===== src/rtl/secded_nib_pkg.sv =====
package secded_nib_pkg;
  localparam int DATA_W = 4;
  localparam int SYN_W  = 3;
  localparam int HAM_W  = (1 << SYN_W) - 1;
  localparam int CW_W   = HAM_W + 1;

  typedef struct packed {
    logic doFlip;
    logic sgl;
    logic dbl;
    logic ovr;
  } dec_strobe_t;

  function automatic logic isPow2(input int pos);
    return (pos & (pos - 1)) == 0;
  endfunction

  // spread the nibble over the non power-of-two positions, lowest first
  function automatic logic [HAM_W-1:0] placeData(input logic [DATA_W-1:0] d);
    logic [HAM_W-1:0] w;
    int k;
    w = '0;
    k = 0;
    for (int pos = 1; pos <= HAM_W; pos++) begin
      if (!isPow2(pos) && k < DATA_W) begin
        w[pos-1] = d[k];
        k++;
      end
    end
    return w;
  endfunction

  function automatic logic [DATA_W-1:0] pickData(input logic [HAM_W-1:0] w);
    logic [DATA_W-1:0] d;
    int k;
    d = '0;
    k = 0;
    for (int pos = 1; pos <= HAM_W; pos++) begin
      if (!isPow2(pos) && k < DATA_W) begin
        d[k] = w[pos-1];
        k++;
      end
    end
    return d;
  endfunction

  // syndrome bit k: XOR of every position whose index has bit k set
  function automatic logic [SYN_W-1:0] synOf(input logic [HAM_W-1:0] w);
    logic [SYN_W-1:0] s;
    s = '0;
    for (int k = 0; k < SYN_W; k++)
      for (int pos = 1; pos <= HAM_W; pos++)
        if (((pos >> k) & 1) == 1) s[k] = s[k] ^ w[pos-1];
    return s;
  endfunction
endpackage


===== src/rtl/secded_nib_enc.sv =====
module secded_nib_enc
  import secded_nib_pkg::*;
(
  input  logic              clk,
  input  logic              rstN,
  input  logic [DATA_W-1:0] dataIn,
  output logic [CW_W-1:0]   wordOut
);
  logic [HAM_W-1:0] bare;
  logic [SYN_W-1:0] parBits;
  logic [HAM_W-1:0] ham;

  assign bare    = placeData(dataIn);
  assign parBits = synOf(bare);

  genvar gk;
  generate
    for (gk = 1; gk <= HAM_W; gk++) begin : g_pos
      if (isPow2(gk)) begin : g_par
        assign ham[gk-1] = parBits[$clog2(gk)];
      end else begin : g_dat
        assign ham[gk-1] = bare[gk-1];
      end
    end
  endgenerate

  assign wordOut = {^ham, ham};

  // a freshly built codeword checks clean and keeps its data
  p_enc_clean_r4: assert property (@(posedge clk) disable iff (!rstN)
    (synOf(wordOut[HAM_W-1:0]) == '0) && (pickData(wordOut[HAM_W-1:0]) == dataIn));
  // full word has even parity
  p_enc_even_r3: assert property (@(posedge clk) disable iff (!rstN)
    (^wordOut) == 1'b0);
endmodule


===== src/rtl/secded_nib_dec_dp.sv =====
module secded_nib_dec_dp
  import secded_nib_pkg::*;
(
  input  logic              clk,
  input  logic              rstN,
  input  logic [CW_W-1:0]   rxWord,
  input  dec_strobe_t       strobe,
  output logic [SYN_W-1:0]  syndrome,
  output logic              allFail,
  output logic [DATA_W-1:0] dataOut
);
  logic [HAM_W-1:0] flipMask;
  logic [HAM_W-1:0] fixedHam;

  assign syndrome = synOf(rxWord[HAM_W-1:0]);
  assign allFail  = ^rxWord;

  genvar gp;
  generate
    for (gp = 1; gp <= HAM_W; gp++) begin : g_mask
      assign flipMask[gp-1] = strobe.doFlip && (syndrome == SYN_W'(gp));
    end
  endgenerate

  assign fixedHam = rxWord[HAM_W-1:0] ^ flipMask;
  assign dataOut  = pickData(fixedHam);

  // after a repair the repaired word checks clean
  p_fix_clean_r5: assert property (@(posedge clk) disable iff (!rstN)
    strobe.doFlip |-> (synOf(fixedHam) == '0));
  // without a repair the data is passed through untouched
  p_no_fix_raw_r7: assert property (@(posedge clk) disable iff (!rstN)
    !strobe.doFlip |-> (dataOut == pickData(rxWord[HAM_W-1:0])));
endmodule


===== src/rtl/secded_nib_dec_ctl.sv =====
module secded_nib_dec_ctl
  import secded_nib_pkg::*;
(
  input  logic             clk,
  input  logic             rstN,
  input  logic [SYN_W-1:0] syndrome,
  input  logic             allFail,
  output dec_strobe_t      strobe
);
  logic synNz;
  assign synNz = |syndrome;

  always_comb begin
    strobe = '0;
    unique case ({synNz, allFail})
      2'b11: begin strobe.sgl = 1'b1; strobe.doFlip = 1'b1; end
      2'b10: strobe.dbl = 1'b1;
      2'b01: strobe.ovr = 1'b1;
      default: strobe = '0;
    endcase
  end

  // status strobes never overlap
  p_strobe_excl_r9: assert property (@(posedge clk) disable iff (!rstN)
    $onehot0({strobe.sgl, strobe.dbl, strobe.ovr}));
  // a double report always has a nonzero syndrome
  p_dbl_syn_r7: assert property (@(posedge clk) disable iff (!rstN)
    strobe.dbl |-> (syndrome != '0));
  // an overall-bit report always has a zero syndrome
  p_ovr_syn_r6: assert property (@(posedge clk) disable iff (!rstN)
    strobe.ovr |-> (syndrome == '0));
endmodule


===== src/rtl/secded_nib_codec.sv =====
module secded_nib_codec
  import secded_nib_pkg::*;
#(
  parameter bit REG_OUT = 1'b1
) (
  input  logic        clk,
  input  logic        rstN,
  input  logic [3:0]  encData,
  output logic [7:0]  encWord,
  input  logic [7:0]  rxWord,
  output logic [3:0]  decData,
  output logic [2:0]  decSyndrome,
  output logic        sglFixed,
  output logic        dblErr,
  output logic        ovrErr
);
  logic [CW_W-1:0]   encNext;
  logic [SYN_W-1:0]  synNext;
  logic              allFail;
  logic [DATA_W-1:0] dataNext;
  dec_strobe_t       strobe;

  secded_nib_enc u_enc (
    .clk(clk), .rstN(rstN), .dataIn(encData), .wordOut(encNext)
  );

  secded_nib_dec_dp u_dp (
    .clk(clk), .rstN(rstN), .rxWord(rxWord), .strobe(strobe),
    .syndrome(synNext), .allFail(allFail), .dataOut(dataNext)
  );

  secded_nib_dec_ctl u_ctl (
    .clk(clk), .rstN(rstN), .syndrome(synNext), .allFail(allFail), .strobe(strobe)
  );

  generate
    if (REG_OUT) begin : g_reg
      always_ff @(posedge clk or negedge rstN) begin
        if (!rstN) begin
          encWord     <= '0;
          decData     <= '0;
          decSyndrome <= '0;
          sglFixed    <= 1'b0;
          dblErr      <= 1'b0;
          ovrErr      <= 1'b0;
        end else begin
          encWord     <= encNext;
          decData     <= dataNext;
          decSyndrome <= synNext;
          sglFixed    <= strobe.sgl;
          dblErr      <= strobe.dbl;
          ovrErr      <= strobe.ovr;
        end
      end

      // registered syndrome follows the previous received word
      p_lat_syn_r10: assert property (@(posedge clk) disable iff (!rstN)
        ##1 (decSyndrome == $past(synNext)));
    end else begin : g_comb
      assign encWord     = encNext;
      assign decData     = dataNext;
      assign decSyndrome = synNext;
      assign sglFixed    = strobe.sgl;
      assign dblErr      = strobe.dbl;
      assign ovrErr      = strobe.ovr;
    end
  endgenerate

  // port flags stay mutually exclusive
  p_flags_excl_r9: assert property (@(posedge clk) disable iff (!rstN)
    $onehot0({sglFixed, dblErr, ovrErr}));
endmodule


===== config.mk =====
export PLATFORM = sky130hd
export DESIGN_NAME = secded_nib_codec
export DESIGN_NICKNAME = d
export VERILOG_FILES = /design/src/rtl/secded_nib_pkg.sv /design/src/rtl/secded_nib_enc.sv /design/src/rtl/secded_nib_dec_dp.sv /design/src/rtl/secded_nib_dec_ctl.sv /design/src/rtl/secded_nib_codec.sv
export SDC_FILE = /design/constraint.sdc
export NUM_CORES = 1
export LEC_CHECK = 0
export BUFFER_PORTS_ARGS = -buffer_cell sky130_fd_sc_hd__buf_4
export CORE_MARGIN = 3
export CORE_UTILIZATION = 41
export CTS_CLUSTER_SIZE = 16
export DETAILED_ROUTE_END_ITERATION = 10
export PLACE_DENSITY = 0.82
export SYNTH_ARGS = -nofsm -noshare
export SYNTH_HDL_FRONTEND = slang
export SYNTH_SLANG_ARGS = --single-unit
export TNS_END_PERCENT = 100

===== constraint.sdc =====
create_clock -name clk -period 0.8 [get_ports clk]
set_input_delay 0.08 -clock clk [delete_from_list [all_inputs] [get_ports clk]]
set_output_delay 0.08 -clock clk [all_outputs]
set_load 0.005 [all_outputs]

==> results of run 1 <==
sequential cells by signal (all words and copies together) (netlist names):
signal,flops
encWord,8
sglFixed,1
dblErr,1
decData,4
decSyndrome,3
ovrErr,1
cell usage in the layout (no fill, tap or decap), drive strengths merged:
cell         instances
a21o                 1
a21oi                1
and3                 2
buf                 40
clkbuf               4
dfrtp               18
dlygate4sd3          5
inv                  1
nand2                5
nand3                1
nor2                 2
nor2b                1
nor3                 2
o211ai               3
o21ai                4
o41ai                1
or2                  1
xnor2               15
xor2                 7
area by class of cell:
type / count / area, sq um
clock buffers: 4 / 36.3
fillers: 80 / 221
inverters: 1 / 3.75
multi-input cells: 46 / 576
flip-flops and latches: 18 / 450
well taps: 25 / 31.3
repair buffers: 45 / 483
kinds of logic after synthesis:
group | Yosys count
buf+inv | 1
xor+xnor | 22
compound gates | 10
simple gates | 14
flops | 18
layer usage:
metal | GRT usage, % | vias up | share of wire [%]
met1 | 17.3 | 324 | 32
met3 | 1.78 | 6 | 4.0
met2 | 33.5 | 28 | 60
met4 | 10.3 | 0 | 3.1
met5 | 0 | - | 0
li1 | - | 307 | -
through the flow:
stage / instances / util [%] / cell area, sq um / hold slack (ns)
floorplan: 65 / - / 966 / -0.216
global placement: 129 / 71.6 / 1290 / -0.0492
detailed placement: 129 / 71.6 / 1290 / -0.0475
CTS: 139 / 84.9 / 1530 / 0.0896
global route: 139 / 87.7 / 1580 / 0.0551
finish: 139 / 87.7 / 1580 / 0.0664
tightest hold or removal path: cells and delay by family:
family | cells | cell delay, ns
compound gates | 2 | 0.12
buf+inv | 1 | 0.12
how the worst max path moves through the flow:
stage / from / end / slack [ns]
CTS: decData[2] / decData[2] / -0.11
floorplan: rxWord[2] / decData[0] / -0.12
detailed placement: rxWord[5] / decData[0] / -0.39
global placement: rxWord[4] / decData[2] / -0.34
global route: decData[0] / decData[0] / -0.12
finish: rxWord[6] / decData[2] / -0.08
power by group:
part / switching, uW / internal [uW]
Clock: 258 / 277
Combinational: 448 / 630
Sequential: 63.5 / 1040
timing repair:
item                                    in CTS  in global routing
pin swaps                                    8                  4
hold endpoints to repair                    26                  0
hold buffers                                 5                  0
buffers inserted                             1                  0
resized for setup                           32                 13
endpoints found under the setup margin      24                 25
==> results_dict.tcl, run 1 <==
set metrics [dict create \
    arrival_ns 1.08 \
    synth_area_leaders "dfrtp_1 56%, xnor2_1 16%, xor2_2 6.0%" \
    drt_drc_violations_left 0 \
    slowest_stage "xnor2_1" \
    ys_warn_count 0 \
    yosys.area_share.adder_pct 0 \
    rsz0062_at_grt "true" \
    gr-total-overflow 0 \
    crit_path_start_kind "primary input" \
    netlist_instances 65 \
    outcome "finished, violations left" \
    grt_pass1_wl_um 3250 \
    seq_area_frac_synth_pct 55.6 \
    setup_tns_ns -1.23 \
    fin_ws_ns -0.0845 \
    fin_total_pwr_uw 2720 \
    synth-xor-area-share_pct 26.6 \
    numCtsBuffers 3 \
    required_ns 1.00 \
    die_y_um 50.4 \
    synth_cell_types 19 \
    htreeDepth 1 \
    clockBufferDepth 2 \
    die_w_um 50.4 \
    path_cells "buf_12 -> xor2_4 -> xor2_4 -> inv_2 -> o211ai_2 -> xnor2_1" \
    min_from "rxWord[2]" \
    start_util_pct 44.9 \
    crit_buf_inv 2 \
    slew_viol_final 0 \
    tightest_slew_ns 0.337 \
    hp-class "in2reg" \
    fmax_mhz 1130 \
    path_depth 6 \
    violations "negative setup slack" \
    synth_edf_count 0 \
    vias 665 \
    critPathKind "in2reg" \
    synth.most_common_cell "dfrtp_1" \
    synth_area_per_cell_sq_um 12.5 \
    postRouteAntennaNets 0 \
    critPathMaxFanout 5 \
    grt.total_usage_pct 17.3 \
    portBuffers 31 \
    dr.pass1.iters 4 \
    core-area_sq_mm 0.00180 \
    finalSetupViolations 22 \
    vias_per_cell 4.78 \
    max-slew-margin-rel_pct 77.4 \
    cts_num_sinks 18 \
    cap_violations 0 \
    whs_endpoint "decData[0]" \
    area_delta_synth_final_pct 95.2 \
    synth_top_family_by_area "XOR/XNOR gates" \
    gp_congestion 0.895 \
    crit_path_frequent_cell "xor2_4" \
    critical-path-top-delay-family "XOR/XNOR gates" \
    place_worst_setup_slack_ns -0.386 \
    p_per_area_mw_per_mm2 1720 \
    end_kind "flop" \
    syn-num-nets 79 \
    synth_seq_cells 18 \
    finalNetCount 129 \
    fin_crit_ns 0.884 \
    synthArstFlopShare_pct 100 \
    drive_gt1_share_pct 58.8 \
    routed_wirelength_um 1950 \
    synthTopCellsByCount "18 x dfrtp_1, 15 x xnor2_1, 5 x nand2_1" \
    ios 32 \
    grt_pass1_vias 733 \
    ys.flop_type "dfrtp_1" \
    yosys-mux-area-fraction_pct 0 \
    p_leak_uw 0.000677 \
    drt_iter0_markers 7 \
    hpwlAfterDp_um 1230 \
    min_path_cells 3 \
    antenna_found_initial 0 \
    yosys.area.top_type "dfrtp_1" \
    die_area_sq_mm 0.00254 \
    yosysTopAreaCellShare_pct 55.6 \
    fin_crit_sh_pct 111 \
    yosys.area_share.simple_pct 8.19 \
    cts_tree "done" \
    clk_pin_slew_worst_paths_ns 0.10 \
    root_buffer "clkbuf_4" \
    hold_viol_final 0 \
    syn_area_sq_um 810 \
    grt_max_degree 19 \
    slowest_delay_ns 0.22 \
    antenna_cells 0 \
    fp-row-count 15 \
    avgRoutedWirePerCell_um 14.1 \
    synth_compound_area_share_pct 9.12 \
    ir_worst_vdd_uv 958 \
]
No activity file was read; power rests on OpenSTA's default activity.
==> inputs of run 2 (changes only) <==
SETUP_SLACK_MARGIN = 0.15   (was default)
==> run 2 against run 1 <==
  * The flow finishes with violations (negative hold slack, negative setup slack)
  * Maximum frequency fell by 6.8%
  * Power is 7.8% higher
  * Combinational power is 15% higher
  * Flip-flop and latch count did not move
  * Clock power increased by 6.7%
  * Via count is 15% higher
  * Worst hold slack worse by 0.076 ns
  * Critical path depth unchanged
  * Cell area increased by 6.9%
  * Non-clock buffer count rose by 5
  * Largest cell class unchanged
==> results_dict.tcl, run 2 (synthesis gave the netlist of run 1 again) <==
set metrics [dict create \
    postRouteAntennaNets 0 \
    antenna_cells 0 \
    portBuffers 31 \
    outcome "finished, violations left" \
    cts_tree "done" \
    fin_total_pwr_uw 2930 \
    fin_ws_ns -0.149 \
    drive_gt1_share_pct 63.9 \
    critical-path-top-delay-family "XOR/XNOR gates" \
    required_ns 1.00 \
    max-slew-margin-rel_pct 73.0 \
    grt_max_degree 19 \
    cap_violations 0 \
    setup_tns_ns -2.20 \
    finalSetupViolations 26 \
    hold_viol_final 1 \
    finalNetCount 134 \
    final_cell_mix "25 x buf_6, 18 x dfrtp_1, 14 x buf_4" \
    grt.total_usage_pct 21.4 \
    start_util_pct 44.9 \
    numCtsBuffers 3 \
    crit_path_frequent_cell "buf_12" \
    area_delta_synth_final_pct 109 \
    arrival_ns 1.15 \
    hpwlAfterDp_um 1320 \
    gp_congestion 0.815 \
    ios 32 \
    die_area_sq_mm 0.00254 \
    grt_pass1_wl_um 3850 \
    avgRoutedWirePerCell_um 22.7 \
    fin_crit_ns 0.949 \
    tightest_slew_ns 0.402 \
    largestRegisters "encWord (8), decData (4), decSyndrome (3)" \
    slew_viol_final 0 \
    hp-class "in2reg" \
    crit_path_start_kind "primary input" \
    root_buffer "clkbuf_4" \
    fmax_mhz 1050 \
    grt_pass1_vias 802 \
    hold_slack_ns -0.00921 \
    crit_buf_inv 2 \
    place_worst_setup_slack_ns -0.388 \
    ir_worst_vdd_uv 1060 \
    htreeDepth 1 \
    gr-total-overflow 0 \
    drt_drc_violations_left 0 \
    clk_pin_slew_worst_paths_ns 0.11 \
    final_common_cell "buf_6" \
    dr.pass1.iters 4 \
    end_kind "flop" \
    largest_reg_flops 8 \
    drt_iter0_markers 15 \
    violations "negative hold slack, negative setup slack" \
    antenna_found_initial 0 \
    routed_wirelength_um 3270 \
    critPathKind "in2reg" \
    cts_num_sinks 18 \
    slowest_stage "xnor2_4" \
    slowest_delay_ns 0.27 \
    die_y_um 50.4 \
    clockBufferDepth 2 \
    fp-row-count 15 \
    path_cells "buf_12 -> buf_12 -> xnor2_4 -> and3_4 -> o211ai_2 -> xnor2_1" \
    fin_crit_sh_pct 119 \
    p_leak_uw 0.000735 \
    p_per_area_mw_per_mm2 1730 \
    vias 764 \
    core-area_sq_mm 0.00180 \
    critPathMaxFanout 5 \
    fin_util_pct 93.8 \
    vias_per_cell 5.31 \
    regMostFlops "encWord" \
    fillCellCount 43 \
    rsz0062_at_grt "true" \
    die_w_um 50.4 \
]
==> run 2: final timing paths <==
check	startpoint	endpoint	slack, ns	depth (start not counted)
worst max-delay path	rxWord[6]	decData[3]	-0.15	6
worst min-delay path	encData[0]	encWord[0]	-0.009	2
max in group asynchronous	rstN	ovrErr	0.36	2
min in group asynchronous	rstN	decData[2]	0.24	2
==> run 2: what timing repair did <==
| item | CTS | global route |
|---|---|---|
| resized for setup | 45 | 10 |
| gates cloned | 0 | 0 |
| endpoints found under the setup margin | 27 | 31 |
| pin swaps | 15 | 11 |
| endpoints found under the hold margin | 26 | 3 |
| buffers inserted | 2 | 4 |
| hold buffers | 5 | 2 |
==> run 2: routing by layer <==
layer	wire length, um	up-vias	track usage [%]	share of wire [%]
met2	1820	47	38.9	56
met5	0	-	0	0
met4	204	0	12.6	6.2
met1	1070	377	22.0	33
met3	181	18	5.04	5.5
li1	-	322	-	-
==> run 2: layout make-up <==
| class | instances | area (sq um) | area share, % |
|---|---|---|---|
| Multi-Input combinational cell | 46 | 608 | 36.0 |
| Clock buffer | 4 | 36.3 | 2.15 |
| Inverter | 1 | 6.26 | 0.370 |
| Tap cell | 25 | 31.3 | 1.85 |
| Timing Repair Buffer | 50 | 557 | 33.0 |
| Sequential cell | 18 | 450 | 26.7 |
==> run 2: where the power goes <==
group,switching (uW),internal (uW),total (uW)
registers,72.8,1040,1110
logic,551,693,1240
clock network,293,277,571
==> run 2: metrics by stage <==
step                instances  area [sq um]
detailed placement        129          1290
CTS                       140          1620
finish                    144          1690
global placement          129          1290
global route              144          1690
floorplan                  65           970
==> inputs of run 3 (changes only) <==
TNS_END_PERCENT = 30   (was 100)
==> run 3 against run 2 <==
  * The run ends with negative setup slack left
  * Flip-flop and latch count did not move
  * Global-route usage fell by 4.1 points
  * Cell area fell by 12%
  * Cell count fell by 4.2%
  * Critical path depth fell by 5
  * Critical path type is now reg2out
  * Non-clock buffer count fell by 6
  * Count of clock-buffer cells in the layout did not move
  * Via count fell by 15%
==> results_dict.tcl, run 3 (synthesis gave the netlist of run 1 again) <==
set metrics [dict create \
    final_area_sq_mm 0.00149 \
    hp-class "in2reg" \
    fin_crit_sh_pct 112 \
    fin_cells 138 \
    clk_pin_slew_worst_paths_ns 0.10 \
    vias 649 \
    final_cell_mix "24 x buf_6, 18 x dfrtp_1, 14 x buf_4" \
    largestRegisters "encWord (8), decData (4), decSyndrome (3)" \
    fmax_mhz 1110 \
    hpwlAfterDp_um 1300 \
    clockBufferDepth 2 \
    critPathMaxFanout 1 \
    min_path_cells 3 \
    rsz0062_at_grt "true" \
    cts_num_sinks 18 \
    root_buffer "clkbuf_4" \
    multi_input_area_sq_um 517 \
    fillCellCount 108 \
    placedCellCount 129 \
    avgRoutedWirePerCell_um 13.1 \
    vias_per_cell 4.70 \
    start_util_pct 44.9 \
    cts_tree "done" \
    gp_congestion 0.898 \
    post_cts_buffers 0 \
    finalSetupViolations 19 \
    hold_slack_ns 0.0438 \
    path_cells "buf_6" \
    critPathKind "reg2out" \
    arrival_ns 0.82 \
    tightest_slew_ns 0.304 \
    fp-row-count 15 \
    die_w_um 50.4 \
    grt.total_usage_pct 17.3 \
    path_depth 1 \
    gr-total-overflow 0 \
    drt_drc_violations_left 0 \
    grt_pass1_vias 685 \
    end_kind "output port" \
    dr.pass1.iters 2 \
    register_area_sq_um 450 \
    finalNetCount 128 \
    core-area_sq_mm 0.00180 \
    outcome "finished, violations left" \
    postRouteAntennaNets 0 \
    die_area_sq_mm 0.00254 \
    cap_violations 0 \
    slew_viol_final 0 \
    placed_area_sq_mm 0.00129 \
    p_per_area_mw_per_mm2 1750 \
    crit_buf_inv 1 \
    routed_wirelength_um 1800 \
    ios 32 \
    drive_gt1_share_pct 55.8 \
    fin_crit_ns 0.897 \
    drt_iter0_markers 2 \
    grt_pass1_wl_um 3200 \
    violations "negative setup slack" \
    fin_ws_ns -0.0972 \
    slowest_stage "dfrtp_1" \
    hold_viol_final 0 \
    portBuffers 31 \
    slowest_delay_ns 0.40 \
    critical-path-top-delay-family "flip-flops" \
    ir_worst_vdd_uv 1120 \
    die_y_um 50.4 \
    final_common_cell "buf_6" \
    max-slew-margin-rel_pct 79.6 \
    p_leak_uw 0.000684 \
    numCtsBuffers 3 \
    fin_util_pct 82.9 \
    area_delta_synth_final_pct 84.5 \
    setup_tns_ns -1.32 \
    largest_reg_flops 8 \
    regMostFlops "encWord" \
    antenna_found_initial 0 \
    grt_max_degree 19 \
    htreeDepth 1 \
    crit_path_start_kind "flop" \
    required_ns 0.72 \
    antenna_cells 0 \
]
-- run 3: changes by cell type in the layout (fill, tap and decap cells not counted), sizes merged --
| cell | previous run | this run |
|---|---|---|
| buf | 45 | 39 |
| dlygate4sd3 | 3 | 1 |
| dlymetal6s4s | 2 | 4 |
-- run 3: timing repair --
action / 4_1_cts / 5_1_grt
setup endpoints to repair: 27 / 31
hold endpoints to repair: 26 / 0
pin swaps: 7 / 3
hold buffers: 5 / 0
gates resized for setup: 26 / 9
-- run 3: path summary, 6_finish.rpt --
kind / to / slack (ns) / startpoint
max: encWord[6] / -0.1 / encWord[6]
min: decData[0] / 0.04 / rxWord[2]
max in group asynchronous: sglFixed / 0.42 / rstN
min in group asynchronous: encWord[6] / 0.18 / rstN
-- run 3: report_power, final --
part	internal (uW)	total (uW)	switching (uW)
combinational	574	962	387
clock	277	545	268
sequential	1040	1110	65.7
total	1890	2610	721
-- run 3: routing by layer --
layer  track usage, %  part of all wire (%)  up-vias
met1             18.8                    36      313
met5                0                     0        -
li1                 -                     -      310
met3             3.86                   5.4        4
met2             32.8                    57       22
met4             5.38                   1.2        0
-- run 3: cell type report --
| type | count | share of cell area (%) |
|---|---|---|
| multi-input combinational | 46 | 34.6 |
| timing repair buffer | 44 | 30.5 |
| sequential | 18 | 30.2 |
| clock buffer | 4 | 2.43 |
| tap | 25 | 2.09 |
| inverter | 1 | 0.251 |
-- run 3: per-stage QoR --
stage / power [uW] / setup WS, ns
after floorplan: 1470 / -0.118
after global placement: 1900 / -0.341
after detailed placement: 1920 / -0.360
after CTS: 2590 / -0.0883
after global routing: 2770 / -0.133
final: 2610 / -0.0972
